## src/rtl/cgms_sched_pkg.sv

```systemverilog
package cgms_sched_pkg;

   localparam int NUM_SLOTS = 2;   // at most two lines per packet kind per frame
   localparam int SLOT_W    = 10;  // wide enough for the highest insertion line

   localparam logic [2:0] FMT_SD60  = 3'd0;
   localparam logic [2:0] FMT_SDX   = 3'd1;
   localparam logic [2:0] FMT_P525  = 3'd2;
   localparam logic [2:0] FMT_P625  = 3'd3;
   localparam logic [2:0] FMT_P720  = 3'd4;
   localparam logic [2:0] FMT_I1080 = 3'd5;

   // Returns the insertion line for a format, packet kind and slot; 0 = unused slot.
   function automatic logic [SLOT_W-1:0] slot_line(input logic [2:0] fmt,
                                                   input logic       typeb,
                                                   input int         idx);
      logic [SLOT_W-1:0] l0, l1;
      l0 = '0;
      l1 = '0;
      case (fmt)
         FMT_SD60:  if (!typeb) begin l0 = 10'd20;  l1 = 10'd283; end
         FMT_P525:  l0 = typeb ? 10'd40 : 10'd41;
         FMT_P625:  if (!typeb) l0 = 10'd43;
         FMT_P720:  l0 = typeb ? 10'd23 : 10'd24;
         FMT_I1080: begin
            l0 = typeb ? 10'd18  : 10'd19;
            l1 = typeb ? 10'd581 : 10'd582;
         end
         default: ;
      endcase
      return (idx == 0) ? l0 : l1;
   endfunction

endpackage

```

## src/rtl/cgms_fmt_decode.sv

```systemverilog
module cgms_fmt_decode
   import cgms_sched_pkg::*;
#(
   parameter int LINE_W = 11
) (
   input  logic [2:0]                          fmt_sel,
   output logic [NUM_SLOTS-1:0][LINE_W-1:0]    std_slot,
   output logic [NUM_SLOTS-1:0][LINE_W-1:0]    typeb_slot,
   output logic                                is_sd
);

   for (genvar i = 0; i < NUM_SLOTS; i++) begin : g_slot
      assign std_slot[i]   = LINE_W'(slot_line(fmt_sel, 1'b0, i));
      assign typeb_slot[i] = LINE_W'(slot_line(fmt_sel, 1'b1, i));
   end

   // SD formats obey the field-select code rather than the ED/HD enables.
   assign is_sd = (fmt_sel == FMT_SD60) || (fmt_sel == FMT_SDX);

endmodule

```

## src/rtl/cgms_slot_cmp.sv

```systemverilog
module cgms_slot_cmp #(
   parameter int LINE_W = 11
) (
   input  logic [LINE_W-1:0] line_num,
   input  logic [LINE_W-1:0] slot,
   output logic              hit
);

   // A zero slot marks "no insertion line", so line 0 never matches.
   assign hit = (slot != '0) && (line_num == slot);

endmodule

```

## src/rtl/cgms_insert_gate.sv

```systemverilog
module cgms_insert_gate
   import cgms_sched_pkg::*;
(
   input  logic [NUM_SLOTS-1:0] std_hit,
   input  logic [NUM_SLOTS-1:0] typeb_hit,
   input  logic                 is_sd,
   input  logic                 field_odd,
   input  logic [1:0]           sd_field_sel,
   input  logic                 std_en,
   input  logic                 typeb_en,
   output logic                 go,
   output logic                 go_typeb
);

   logic sd_go, std_go, b_go;

   // SD: slot 0 belongs to the odd field, slot 1 to the even field.
   assign sd_go  = (std_hit[0] &&  field_odd && sd_field_sel[0]) ||
                   (std_hit[1] && !field_odd && sd_field_sel[1]);
   assign std_go = is_sd ? sd_go : (std_en && (|std_hit));
   assign b_go   = !is_sd && typeb_en && (|typeb_hit);

   assign go       = std_go || b_go;
   assign go_typeb = b_go;

endmodule

```

## src/rtl/cgms_line_sched.sv

```systemverilog
module cgms_line_sched
   import cgms_sched_pkg::*;
#(
   parameter int LINE_W = 11
) (
   input  logic              clk,
   input  logic              rst_n,
   input  logic              line_start,
   input  logic [2:0]        fmt_sel,
   input  logic [LINE_W-1:0] line_num,
   input  logic              field_odd,
   input  logic [1:0]        sd_field_sel,
   input  logic              std_en,
   input  logic              typeb_en,
   output logic              ins_stb,
   output logic              pkt_typeb
);

   if (LINE_W < SLOT_W) begin : g_bad_width
      $error("LINE_W must hold the highest insertion line");
   end

   logic [NUM_SLOTS-1:0][LINE_W-1:0] std_slot, typeb_slot;
   logic [NUM_SLOTS-1:0]             std_hit, typeb_hit;
   logic                             is_sd, go, go_typeb;

   cgms_fmt_decode #(.LINE_W(LINE_W)) u_dec (
      .fmt_sel    (fmt_sel),
      .std_slot   (std_slot),
      .typeb_slot (typeb_slot),
      .is_sd      (is_sd)
   );

   for (genvar i = 0; i < NUM_SLOTS; i++) begin : g_cmp
      cgms_slot_cmp #(.LINE_W(LINE_W)) u_std (
         .line_num (line_num),
         .slot     (std_slot[i]),
         .hit      (std_hit[i])
      );
      cgms_slot_cmp #(.LINE_W(LINE_W)) u_tb (
         .line_num (line_num),
         .slot     (typeb_slot[i]),
         .hit      (typeb_hit[i])
      );
   end

   cgms_insert_gate u_gate (
      .std_hit      (std_hit),
      .typeb_hit    (typeb_hit),
      .is_sd        (is_sd),
      .field_odd    (field_odd),
      .sd_field_sel (sd_field_sel),
      .std_en       (std_en),
      .typeb_en     (typeb_en),
      .go           (go),
      .go_typeb     (go_typeb)
   );

   always_ff @(posedge clk) begin
      if (!rst_n) begin
         ins_stb   <= 1'b0;
         pkt_typeb <= 1'b0;
      end else begin
         ins_stb   <= line_start && go;
         pkt_typeb <= line_start && go_typeb;
      end
   end

   AST_STB_NEEDS_START: assert property (@(posedge clk) disable iff (!rst_n)
      !line_start |=> !ins_stb);
   AST_KIND_WITH_STB: assert property (@(posedge clk) disable iff (!rst_n)
      pkt_typeb |-> ins_stb);
   AST_HITS_EXCLUSIVE: assert property (@(posedge clk) disable iff (!rst_n)
      $onehot0({|std_hit, |typeb_hit}));
   AST_OTHER_SD_QUIET: assert property (@(posedge clk) disable iff (!rst_n)
      (line_start && fmt_sel == FMT_SDX) |=> !ins_stb);
   AST_625_NO_TYPEB: assert property (@(posedge clk) disable iff (!rst_n)
      (line_start && fmt_sel == FMT_P625) |=> !pkt_typeb);
   AST_INVALID_QUIET: assert property (@(posedge clk) disable iff (!rst_n)
      (line_start && fmt_sel > FMT_I1080) |=> !ins_stb);
   AST_EDHD_ENABLES: assert property (@(posedge clk) disable iff (!rst_n)
      (line_start && !is_sd && !std_en && !typeb_en) |=> !ins_stb);

endmodule

```

## config.mk

```make
export PLATFORM = sky130hd
export DESIGN_NAME = cgms_line_sched
export DESIGN_NICKNAME = d
export VERILOG_FILES = /design/src/rtl/cgms_sched_pkg.sv /design/src/rtl/cgms_fmt_decode.sv /design/src/rtl/cgms_slot_cmp.sv /design/src/rtl/cgms_insert_gate.sv /design/src/rtl/cgms_line_sched.sv
export SDC_FILE = /design/constraint.sdc
export NUM_CORES = 1
export LEC_CHECK = 0
export BUFFER_PORTS_ARGS = -buffer_cell sky130_fd_sc_hd__buf_4
export CAP_MARGIN = 20
export CORE_AREA = 2 2 39 41
export CTS_BUF_LIST = sky130_fd_sc_hd__clkbuf_8 sky130_fd_sc_hd__clkbuf_16
export CTS_CLUSTER_DIAMETER = 200
export DETAILED_ROUTE_END_ITERATION = 10
export DIE_AREA = 0 0 41 43
export PLACE_DENSITY_LB_ADDON = 0.12
export SYNTH_ARGS = -nofsm -noshare
export SYNTH_HDL_FRONTEND = slang
export SYNTH_SLANG_ARGS = --single-unit
```

## constraint.sdc

```tcl
create_clock -name clk -period 6 [get_ports clk]
set_clock_uncertainty 0.2 [all_clocks]
set_input_delay 0.6 -clock clk [delete_from_list [all_inputs] [get_ports clk]]
set_output_delay 0.6 -clock clk [all_outputs]
set_load 0.02 [all_outputs]
```

# == Yosys cells after proc, flatten, opt, wreduce, memory -nomap -nowiden ==
# Cells that the tools add are included.
# classes
n_lt_le_gt_ge,0
n_reduce_logical,25
n_addsub,0
bitwise,0
mux,5
div_mod_pow,0
mul,0
n_eq_ne,9
n_shift,0
# ops
cell,count
$reduce_bool 11->1,4
$pmux 6 s5,1
$eq 11x10->1,2
$eq 11x6->1,2
$pmux 10 s2,1
$pmux 6 s3,1
$logic_and 1x1->1,13
$mux 10,1
$eq 3x2->1 const B,2
$eq 3x3->1 const B,2
$reduce_or 2->1,2
$eq 3x1->1 const B,1
$logic_not 3->1,1
$logic_or 1x1->1,3
$logic_not 1->1,2
$mux 1,1
# totals
ram_bits,0
latchBits,0
register_bits,2
output_inout_bits,2
memories,0
rom_bits,0
input_bits,22
word_cells,41

# == Logic depth before layout (Yosys ltp) ==
# Gate-level depths: netlist of the first run.
# depth
word_depth,10
depth_mapped,8
depth_no_buf,7

# == Modules after synthesis ==
# A second synthesis of the first run with hierarchy kept.
# unflattened
hier_cells,139
area_unflattened_um2,1103.6
# modules_own_cells
module,cells_per_inst,area_per_inst_um2,n_inst,seq_area_each_um2
cgms_slot_cmp,19,161.4,4,0.0
cgms_fmt_decode,52,361.6,1,0.0
cgms_line_sched,4,52.6,1,40.0
cgms_insert_gate,7,43.8,1,0.0

# == Worst setup path after synthesis of the first run ==
# OpenSTA, ideal clock, no wires.
# synth_timing
path_type,input to register
from,input port fmt_sel[1]
to,register ins_stb
n_path_buf,1
setup_ns,0.060
setup_slack_ns,3.249
t_required_ns,5.740
t_arrival_ns,2.491
cell_stages,8
path_cell_list,clkbuf_1 > inv_1 > ha_1 > or3_1 > a211oi_2 > o221ai_2 > a2111oi_4 > a311o_1
# synth_between
elab_chain_len,10
elab_cells_between_ends,37
cone_classes,9 x eq/ne; 5 x mux; 23 x reduce/logical
# synth_lines
item,line_no,source
start: declaration,cgms_line_sched.sv:9,"input logic [2:0] fmt_sel,"
$eq 3x3->1 (tied with other cells),cgms_sched_pkg.sv:20,case (fmt)
$pmux 6 s5 / $pmux 10 s2 (equally long branches),cgms_sched_pkg.sv:20,
$eq 11x6->1 (tied with other cells),cgms_slot_cmp.sv:10,assign hit = (slot != '0) && (line_num == slot);
$logic_and 1x1->1,cgms_slot_cmp.sv:10,
"$logic_and 1x1->1, on equally long branches (2 in a row)","cgms_insert_gate.sv:18, cgms_insert_gate.sv:19",
$logic_or 1x1->1,cgms_insert_gate.sv:18,assign sd_go = (std_hit[0] && field_odd && sd_field_sel[0]) ||
$mux 1,cgms_insert_gate.sv:20,assign std_go = is_sd ? sd_go : (std_en && (|std_hit));
$logic_or 1x1->1 *,cgms_insert_gate.sv:23,assign go = std_go || b_go;
$logic_and 1x1->1 *,cgms_line_sched.sv:64,ins_stb <= line_start && go;
end signal: assignment,cgms_line_sched.sv:64,
end: declaration,cgms_line_sched.sv:15,"output logic ins_stb,"
# Mark *: on every way between the ends. The rest lies on a longest branch, timed or not.
# A chain may end at the register's enable or synchronous reset.

# == Worst setup path in the final report of the first run ==
# Ends and elaborated chain as after synthesis.

==> results of run 1 <==
-- cell type report --
| cell class | instances | area share, % |
|---|---|---|
| Sequential cell | 2 | 5.055 |
| Inverter | 4 | 1.896 |
| Timing Repair Buffer | 23 | 21.80 |
| Multi-Input combinational cell | 67 | 63.51 |
| Tap cell | 16 | 2.528 |
| Clock buffer | 3 | 5.213 |
-- per-stage QoR --
stage	setup slack (ps)	hold slack (ps)	power, uW
floorplan	3249	575.1	35.80
finish	3498	485.7	109.7
global placement	3318	700.9	53.70
global route	3385	490.9	115.7
CTS	3501	483.4	108.9
detailed placement	3280	704.2	53.66
-- metal layers --
layer | track usage [%] | share of wire [%] | vias up
met5 | 0 | 0 | -
met3 | 4.712 | 5.3 | 2
met1 | 32.27 | 47 | 309
met2 | 31.56 | 47 | 24
li1 | - | - | 351
met4 | 8.000 | 0.84 | 0
-- path summary, 6_finish.rpt --
path | startpoint | slack [ps] | end | cells after the start
min | typeb_en | 490 | pkt_typeb | 3
max | fmt_sel[1] | 3500 | ins_stb | 8
-- cells in the mapped netlist, types with 2 or more instances --
cell type  n
mux2i_1    2
nor2_1     4
o22ai_1    2
ha_1       4
buf_2      3
a31oi_1    2
nand3_1    2
nand4b_1   2
nor4_1     4
xnor2_1    2
a211oi_1   2
nand2_1    4
nand4_1    3
a21oi_1    3
nand2b_1   4
nor3_1     4
and3_1     2
inv_1      4
dfxtp_1    2
nor2b_1    3
-- state kept, by name, indices dropped and copies added (netlist names) --
signal and count:
ins_stb 1, pkt_typeb 1
-- power by group through the flow --
stage | clock network [uW] | logic [uW] | registers [uW]
finish | 55.7 | 40.7 | 13.4
global route | 57.6 | 44.8 | 13.4
CTS | 55.3 | 40.2 | 13.4
detailed placement | 0 | 40.1 | 13.6
global placement | 0 | 40.1 | 13.6
floorplan | 0 | 22.2 | 13.6
-- cell families (layout without fill, tap and decap cells) --
kind of cell             count (synthesis)  after routing  synth area share (%)
AND/OR/NAND/NOR                         39             39                 40.78
XOR/XNOR                                 3              3                 4.556
AO/OA/AOI/OAI                           19             19                 29.72
multiplexers                             2              2                 3.471
flip-flops                               2              2                 6.942
buffers and inverters                    8             30                 5.855
adder cells (fa/ha/maj)                  4              4                 8.677
==> impl_metrics.ini, run 1 <==
[outcome]
status = complete, no violations

[synthesis]
synthCells = 77
synth_seq_cells = 2
synthesis.nets = 103
avgSynthCellArea_sq_um = 7.491
synth_area_sq_um = 576.8
synth_top_area_share_pct = 8.677
ys_warn_count = 0
synthArstFlopShare_pct = 0
ys_seq_area_share_pct = 6.941
synthFlopType = dfxtp_1
synth_edf_count = 0
synth.distinct_cells = 39
synthTopCellsByArea = ha_1 8.7%, dfxtp_1 6.9%, a2111oi_4 4.8%
synth_top_cell_by_area = ha_1

[setup_path]
startpoint_type = input pin
crit_family = compound AO/OA/AOI/OAI gates
critical_path_arrival_ps = 2460
critical_path_buf_inv_count = 2
slowest_stage = or3_1
critical_path_class = in2reg
cp-end-kind = register
path_max_fanout = 15
worstPathRequired_ps = 5960
cpPeakStageDelay_ps = 400
cp_cell_sequence = buf_4 > inv_1 > ha_1 > or3_1 > a211oi_2 > o221ai_2 > a2111oi_4 > a311o_1

[detailed_routing]
ant_nets = 0
drtPass1Iterations = 4
drtIter0Drc = 13
drt-wirelength-per-cell_um = 14.57
routed_wl_um = 1675
via_per_inst = 5.965
drc = 0
num_vias = 686

[timing]
min_period_ps = 2502
setup_violations = 0
worst_pin_slew_ps = 391.7
hold_violations = 0
slew_headroom_pct = 73.65
rsz0062_at_grt = false
fmax_ghz = 0.3996
tns_ps = 0
slew_viol_final = 0
period_share_pct = 41.70

[clocking]
cts_buffer_depth = 2
cts.reportedPaths.clkPinSlew_ps = 30
cts_setup_buffers = 0
hold_buffers = 0
cts_resized = 0
cts_buffers = 3
h-tree-depth = 1
root_buffer = clkbuf_8
cts_tree = done
cts_num_sinks = 2

[power_and_ir_drop]
power_frac_seq_pct = 12.2
p_comb_share_pct = 37.1
leakagePower_uw = 0.0003135
p_per_area_nw_per_um2 = 138.6
vdd_drop_max_mv = 0.09101
swShare_pct = 31.31
switchingPower_uw = 34.36
internal_power_uw = 75.39
clockPowerShare_pct = 50.7

[floorplanning]
start_util_pct = 41.68
ioPinCount = 24
core_area_sq_um = 1384
die_x_um = 41
fp.dieH_um = 43
rows = 14
die-area_sq_um = 1763

[place]
placed_cells = 112
portBuffers = 23
hpwl_um = 1287
placed_cell_area_sq_um = 750.7
gp_congestion = 0.7501

[global_route]
grt_max_degree = 16
grt_pass1_vias = 629
grt_use_total_pct = 22.34
overflow = 0
grt_pass1_wl_um = 2704
antenna_found_initial = 0

[cells_and_area]
area_growth_pct = 37.31
final_common_cell = buf_4
finish.net_count = 127
diodes = 0
register_area_sq_um = 40.04
finalInstanceArea_sq_um = 792.0
nFillCells = 133
multi_input_area_sq_um = 503.0
final_util_pct = 57.23
final_cells = 115
drive_gt1_share_pct = 31.31

[job]
max_cap_violations = 0

[hold_path]
hold_path_class = in2reg
No activity file was read; power rests on OpenSTA's default activity.
==> run 2, diff against run 1 <==
==> constraint.sdc (replaced) <==
create_clock -name clk -period 2.4 [get_ports clk]
set_clock_uncertainty 0.2 [all_clocks]
set_input_delay 0.24 -clock clk [delete_from_list [all_inputs] [get_ports clk]]
set_output_delay 0.24 -clock clk [all_outputs]
set_load 0.02 [all_outputs]
==> impl_metrics.ini, run 2 (same netlist as run 1, synthesis figures left out) <==
[clocking]
cts.reportedPaths.clkPinSlew_ps = 30
cts_setup_buffers = 0
cts_resized = 0
cts_buffer_depth = 2
cts_buffers = 3
h-tree-depth = 1
hold_buffers = 0
root_buffer = clkbuf_8
cts_num_sinks = 2
cts_tree = done

[timing]
worst_pin_slew_ps = 415.0
setup_slack_ps = 458.4
fmax_ghz = 0.5150
slew_headroom_pct = 71.94
min_period_ps = 1942
holdWs_ps = 120.7
slew_viol_final = 0
setup_violations = 0
rsz0062_at_grt = false
period_share_pct = 80.90
tns_ps = 0
hold_violations = 0

[outcome]
status = complete, no violations

[global_route]
grt_max_degree = 15
grt_use_total_pct = 23.65
grt_pass1_vias = 623
antenna_found_initial = 0
overflow = 0
grt_pass1_wl_um = 2725

[place]
gp_congestion = 0.7820
dp_slack_ps = 223.3
hpwl_um = 1361
portBuffers = 23

[detailed_routing]
routed_wl_um = 1779
ant_nets = 0
drc = 0
via_per_inst = 5.991
num_vias = 701
drtPass1Iterations = 4
drt-wirelength-per-cell_um = 15.21
drtIter0Drc = 20

[cells_and_area]
area_growth_pct = 39.91
nFillCells = 138
finish.net_count = 129
final_common_cell = buf_4
drive_gt1_share_pct = 32.67
diodes = 0
top_regs = ins_stb: 1 flops, pkt_typeb: 1 flops

[floorplanning]
die-area_sq_um = 1763
ioPinCount = 24
start_util_pct = 41.68
core_area_sq_um = 1384
die_x_um = 41
fp.dieH_um = 43
rows = 14

[hold_path]
hold_path_class = in2reg

[power_and_ir_drop]
vdd_drop_max_mv = 0.2275
p_per_area_nw_per_um2 = 343.5
leakagePower_uw = 0.0003234

[setup_path]
cp-end-kind = register
critical_path_class = in2reg
startpoint_type = input pin
worstPathRequired_ps = 2360
critical_path_arrival_ps = 1900
path_max_fanout = 5

[job]
max_cap_violations = 0
[run 2: metrics by stage]
step | util [%] | instances | area [sq um] | total power, uW
after global routing | 58.32 | 117 | 807.0 | 293.3
after global placement | 55.33 | 114 | 765.7 | 135.7
after CTS | 58.32 | 117 | 807.0 | 278.3
final | 58.32 | 117 | 807.0 | 277.2
after floorplan | - | 77 | 576.8 | 89.51
after detailed placement | 55.33 | 114 | 765.7 | 137.2
[run 2: layer usage]
layer	GRT usage, %	routed length [um]	vias up	share of wire (%)
met1	30.35	843	331	47
met2	35.63	868	14	49
met5	0	0	-	0
met3	4.712	53	2	3.0
met4	12.00	14	0	0.79
li1	-	-	354	-
[run 2: where the power goes]
part           internal [uW]  switching [uW]
combinational           50.1            54.3
clock                    107            32.7
sequential              33.5         0.00116
[run 2: final cells by class]
class	count	area (sq um)	area share, %
clock buffer	3	41.29	5.116
inverter	4	15.01	1.860
multi-input combinational	67	503.0	62.33
sequential	2	40.04	4.961
tap	16	20.02	2.481
timing repair buffer	25	187.7	23.26
[run 2: worst paths after layout]
path                         to       start  depth (start not counted)
worst min-delay path  pkt_typeb    typeb_en                          3
worst max-delay path    ins_stb  fmt_sel[1]                          8
[run 2: critical path, cell delays in order]
cell,delay [ps]
buf_4,80
inv_1,80
ha_1,220
or3_1,390
a211oi_2,240
o221ai_2,140
a2111oi_4,360
a311o_1,150
==> run 3, diff against run 2 <==
--- a/config.mk
+++ b/config.mk
@@ -5,13 +5,13 @@
 export SDC_FILE = /design/constraint.sdc
 export NUM_CORES = 1
 export LEC_CHECK = 0
+export ABC_AREA = 1
 export BUFFER_PORTS_ARGS = -buffer_cell sky130_fd_sc_hd__buf_4
 export CAP_MARGIN = 20
-export CORE_AREA = 2 2 39 41
+export CORE_UTILIZATION = 42
 export CTS_BUF_LIST = sky130_fd_sc_hd__clkbuf_8 sky130_fd_sc_hd__clkbuf_16
 export CTS_CLUSTER_DIAMETER = 200
 export DETAILED_ROUTE_END_ITERATION = 10
-export DIE_AREA = 0 0 41 43
 export PLACE_DENSITY_LB_ADDON = 0.12
 export SYNTH_ARGS = -nofsm -noshare
 export SYNTH_HDL_FRONTEND = slang
==> constraint.sdc (replaced) <==
create_clock -name clk -period 1.56 [get_ports clk]
set_clock_uncertainty 0.2 [all_clocks]
set_input_delay 0.156 -clock clk [delete_from_list [all_inputs] [get_ports clk]]
set_output_delay 0.156 -clock clk [all_outputs]
set_load 0.02 [all_outputs]
==> impl_metrics.ini, run 3 <==
[setup_path]
critical_path_class = in2reg
path_max_fanout = 4
critical_path_arrival_ps = 1400
cp-end-kind = register
startpoint_type = input pin
worstPathRequired_ps = 1460

[global_route]
grt_pass1_vias = 645
grt_pass1_wl_um = 2573
overflow = 0
antenna_found_initial = 0
grt_use_total_pct = 24.27
grt_max_degree = 7

[synthesis]
synthArstFlopShare_pct = 0
ys_seq_area_share_pct = 6.639
synth_edf_count = 0
ys_top_cells_by_count = 37 x nand2_1, 20 x inv_1, 16 x nor2_1
synthesis.nets = 144
synthTopCellsByArea = nand2_1 23%, inv_1 12%, nand3_1 10%
synthCells = 118
synth_top_area_share_pct = 23.03
synth_area_sq_um = 603.1
synthFlopType = dfxtp_1
avgSynthCellArea_sq_um = 5.111
ys_warn_count = 0
synth_seq_cells = 2
synth.distinct_cells = 24
synth_top_cell_by_area = nand2_1
yosysMostFrequentCell = nand2_1

[clocking]
h-tree-depth = 1
cts.reportedPaths.clkPinSlew_ps = 30
cts_num_sinks = 2
cts_buffers = 3
root_buffer = clkbuf_8
cts_buffer_depth = 2
cts_tree = done

[job]
max_cap_violations = 0

[floorplanning]
core_area_sq_um = 1318
rows = 13
fp.dieH_um = 39.90
die_x_um = 39.90
start_util_pct = 45.77
ioPinCount = 24
die-area_sq_um = 1592

[timing]
slew_viol_final = 0
slew_headroom_pct = 86.46
setup_violations = 0
rsz0062_at_grt = true
min_period_ps = 1499
tns_ps = 0
worst_pin_slew_ps = 201.4
period_share_pct = 96.08
fmax_ghz = 0.6672
hold_violations = 0

[detailed_routing]
num_vias = 838
drtPass1Iterations = 4
ant_nets = 0
drtIter0Drc = 28
via_per_inst = 5.018
routed_wl_um = 1770
drc = 0
drt-wirelength-per-cell_um = 10.60

[cells_and_area]
finish.net_count = 180
finalInstanceArea_sq_um = 964.7
diodes = 0
layout_common_cells = 33 x nand2_1, 28 x buf_4, 18 x inv_1, 14 x nor2_1, 12 x nand3_1
nFillCells = 116
top_regs = ins_stb: 1 flops, pkt_typeb: 1 flops
area_growth_pct = 59.96
drive_gt1_share_pct = 36.84
final_common_cell = nand2_1

[power_and_ir_drop]
vdd_drop_max_mv = 0.5958
p_per_area_nw_per_um2 = 470.6
power.total_uw = 454.0
leakagePower_uw = 0.0005205

[place]
hpwl_um = 1411
portBuffers = 23
gp_congestion = 0.8543
placed_cell_area_sq_um = 839.6

[hold_path]
hold_path_class = in2reg

[outcome]
status = complete, no violations
-- run 3: cell types whose count changed after synthesis, moves of 4 or more --
cell,previous run,this run
nand3_1,2,12
nor4_1,4,0
nand2b_1,4,0
inv_1,4,20
nand2_1,4,37
nor2_1,4,16
-- run 3: layout make-up --
class / instances / area [sq um] / share of cell area (%)
Inverter: 22 / 85.08 / 8.820
Multi-Input combinational cell: 94 / 533.0 / 55.25
Sequential cell: 2 / 40.04 / 4.150
Clock buffer: 3 / 41.29 / 4.280
Timing Repair Buffer: 31 / 246.5 / 25.55
Tap cell: 15 / 18.77 / 1.946
-- run 3: path summary, 6_finish.rpt --
path	start	to	slack, ps	cells past startpoint
setup / recovery	fmt_sel[1]	ins_stb	60	15
hold / removal	rst_n	ins_stb	5	3
-- run 3: through the flow --
step | util (%) | hold slack [ps] | setup WS (ps) | std cells
after floorplan | - | 98.58 | 4.948 | 118
after global placement | 63.72 | 207.7 | -131.4 | 162
after detailed placement | 63.72 | 212.0 | -193.1 | 162
after CTS | 67.62 | 1.489 | 20.15 | 166
after global routing | 73.22 | 16.06 | -104.9 | 167
final | 73.22 | 4.524 | 61.22 | 167
-- run 3: repair_timing --
action	4_1_cts	5_1_grt
endpoints found under the hold margin	1	0
hold buffers	1	0
setup endpoints to repair	0	1
buffers inserted	0	1
resized for setup	0	18
-- run 3: cell families after synthesis --
group	share of synthesized area [%]
xor+xnor	1.453
buf+inv	13.69
fa+ha+maj	8.299
compound gates	9.128
simple gates	60.79
flops	6.639
-- run 3: worst max-delay path, cell delays in order --
cell and delay, ps:
buf_8 110, inv_2 110, ha_4 210, inv_2 50, nand2_2 70, nand2_1 100
nand2_1 80, nor2_2 90, nor2_2 40, nand3_1 70, nand2_1 60, nand2_1 50
nand2_1 50, nor2_1 80, nor2_1 50
-- run 3: power by group --
group	switching, uW	total (uW)	internal [uW]	leakage, uW
logic	107	200	93.4	0.000483
clock network	39.2	202	163	0.0000216
registers	0.00203	51.6	51.6	0.0000161
total	146	454	308	0.000520
-- run 3: layer usage --
layer / global-route usage [%] / wire, um / vias to the layer above
li1: - / - / 440
met4: 2.586 / 0 / 0
met3: 5.114 / 85 / 0
met1: 31.23 / 816 / 376
met5: 0 / 0 / -
met2: 41.53 / 869 / 22
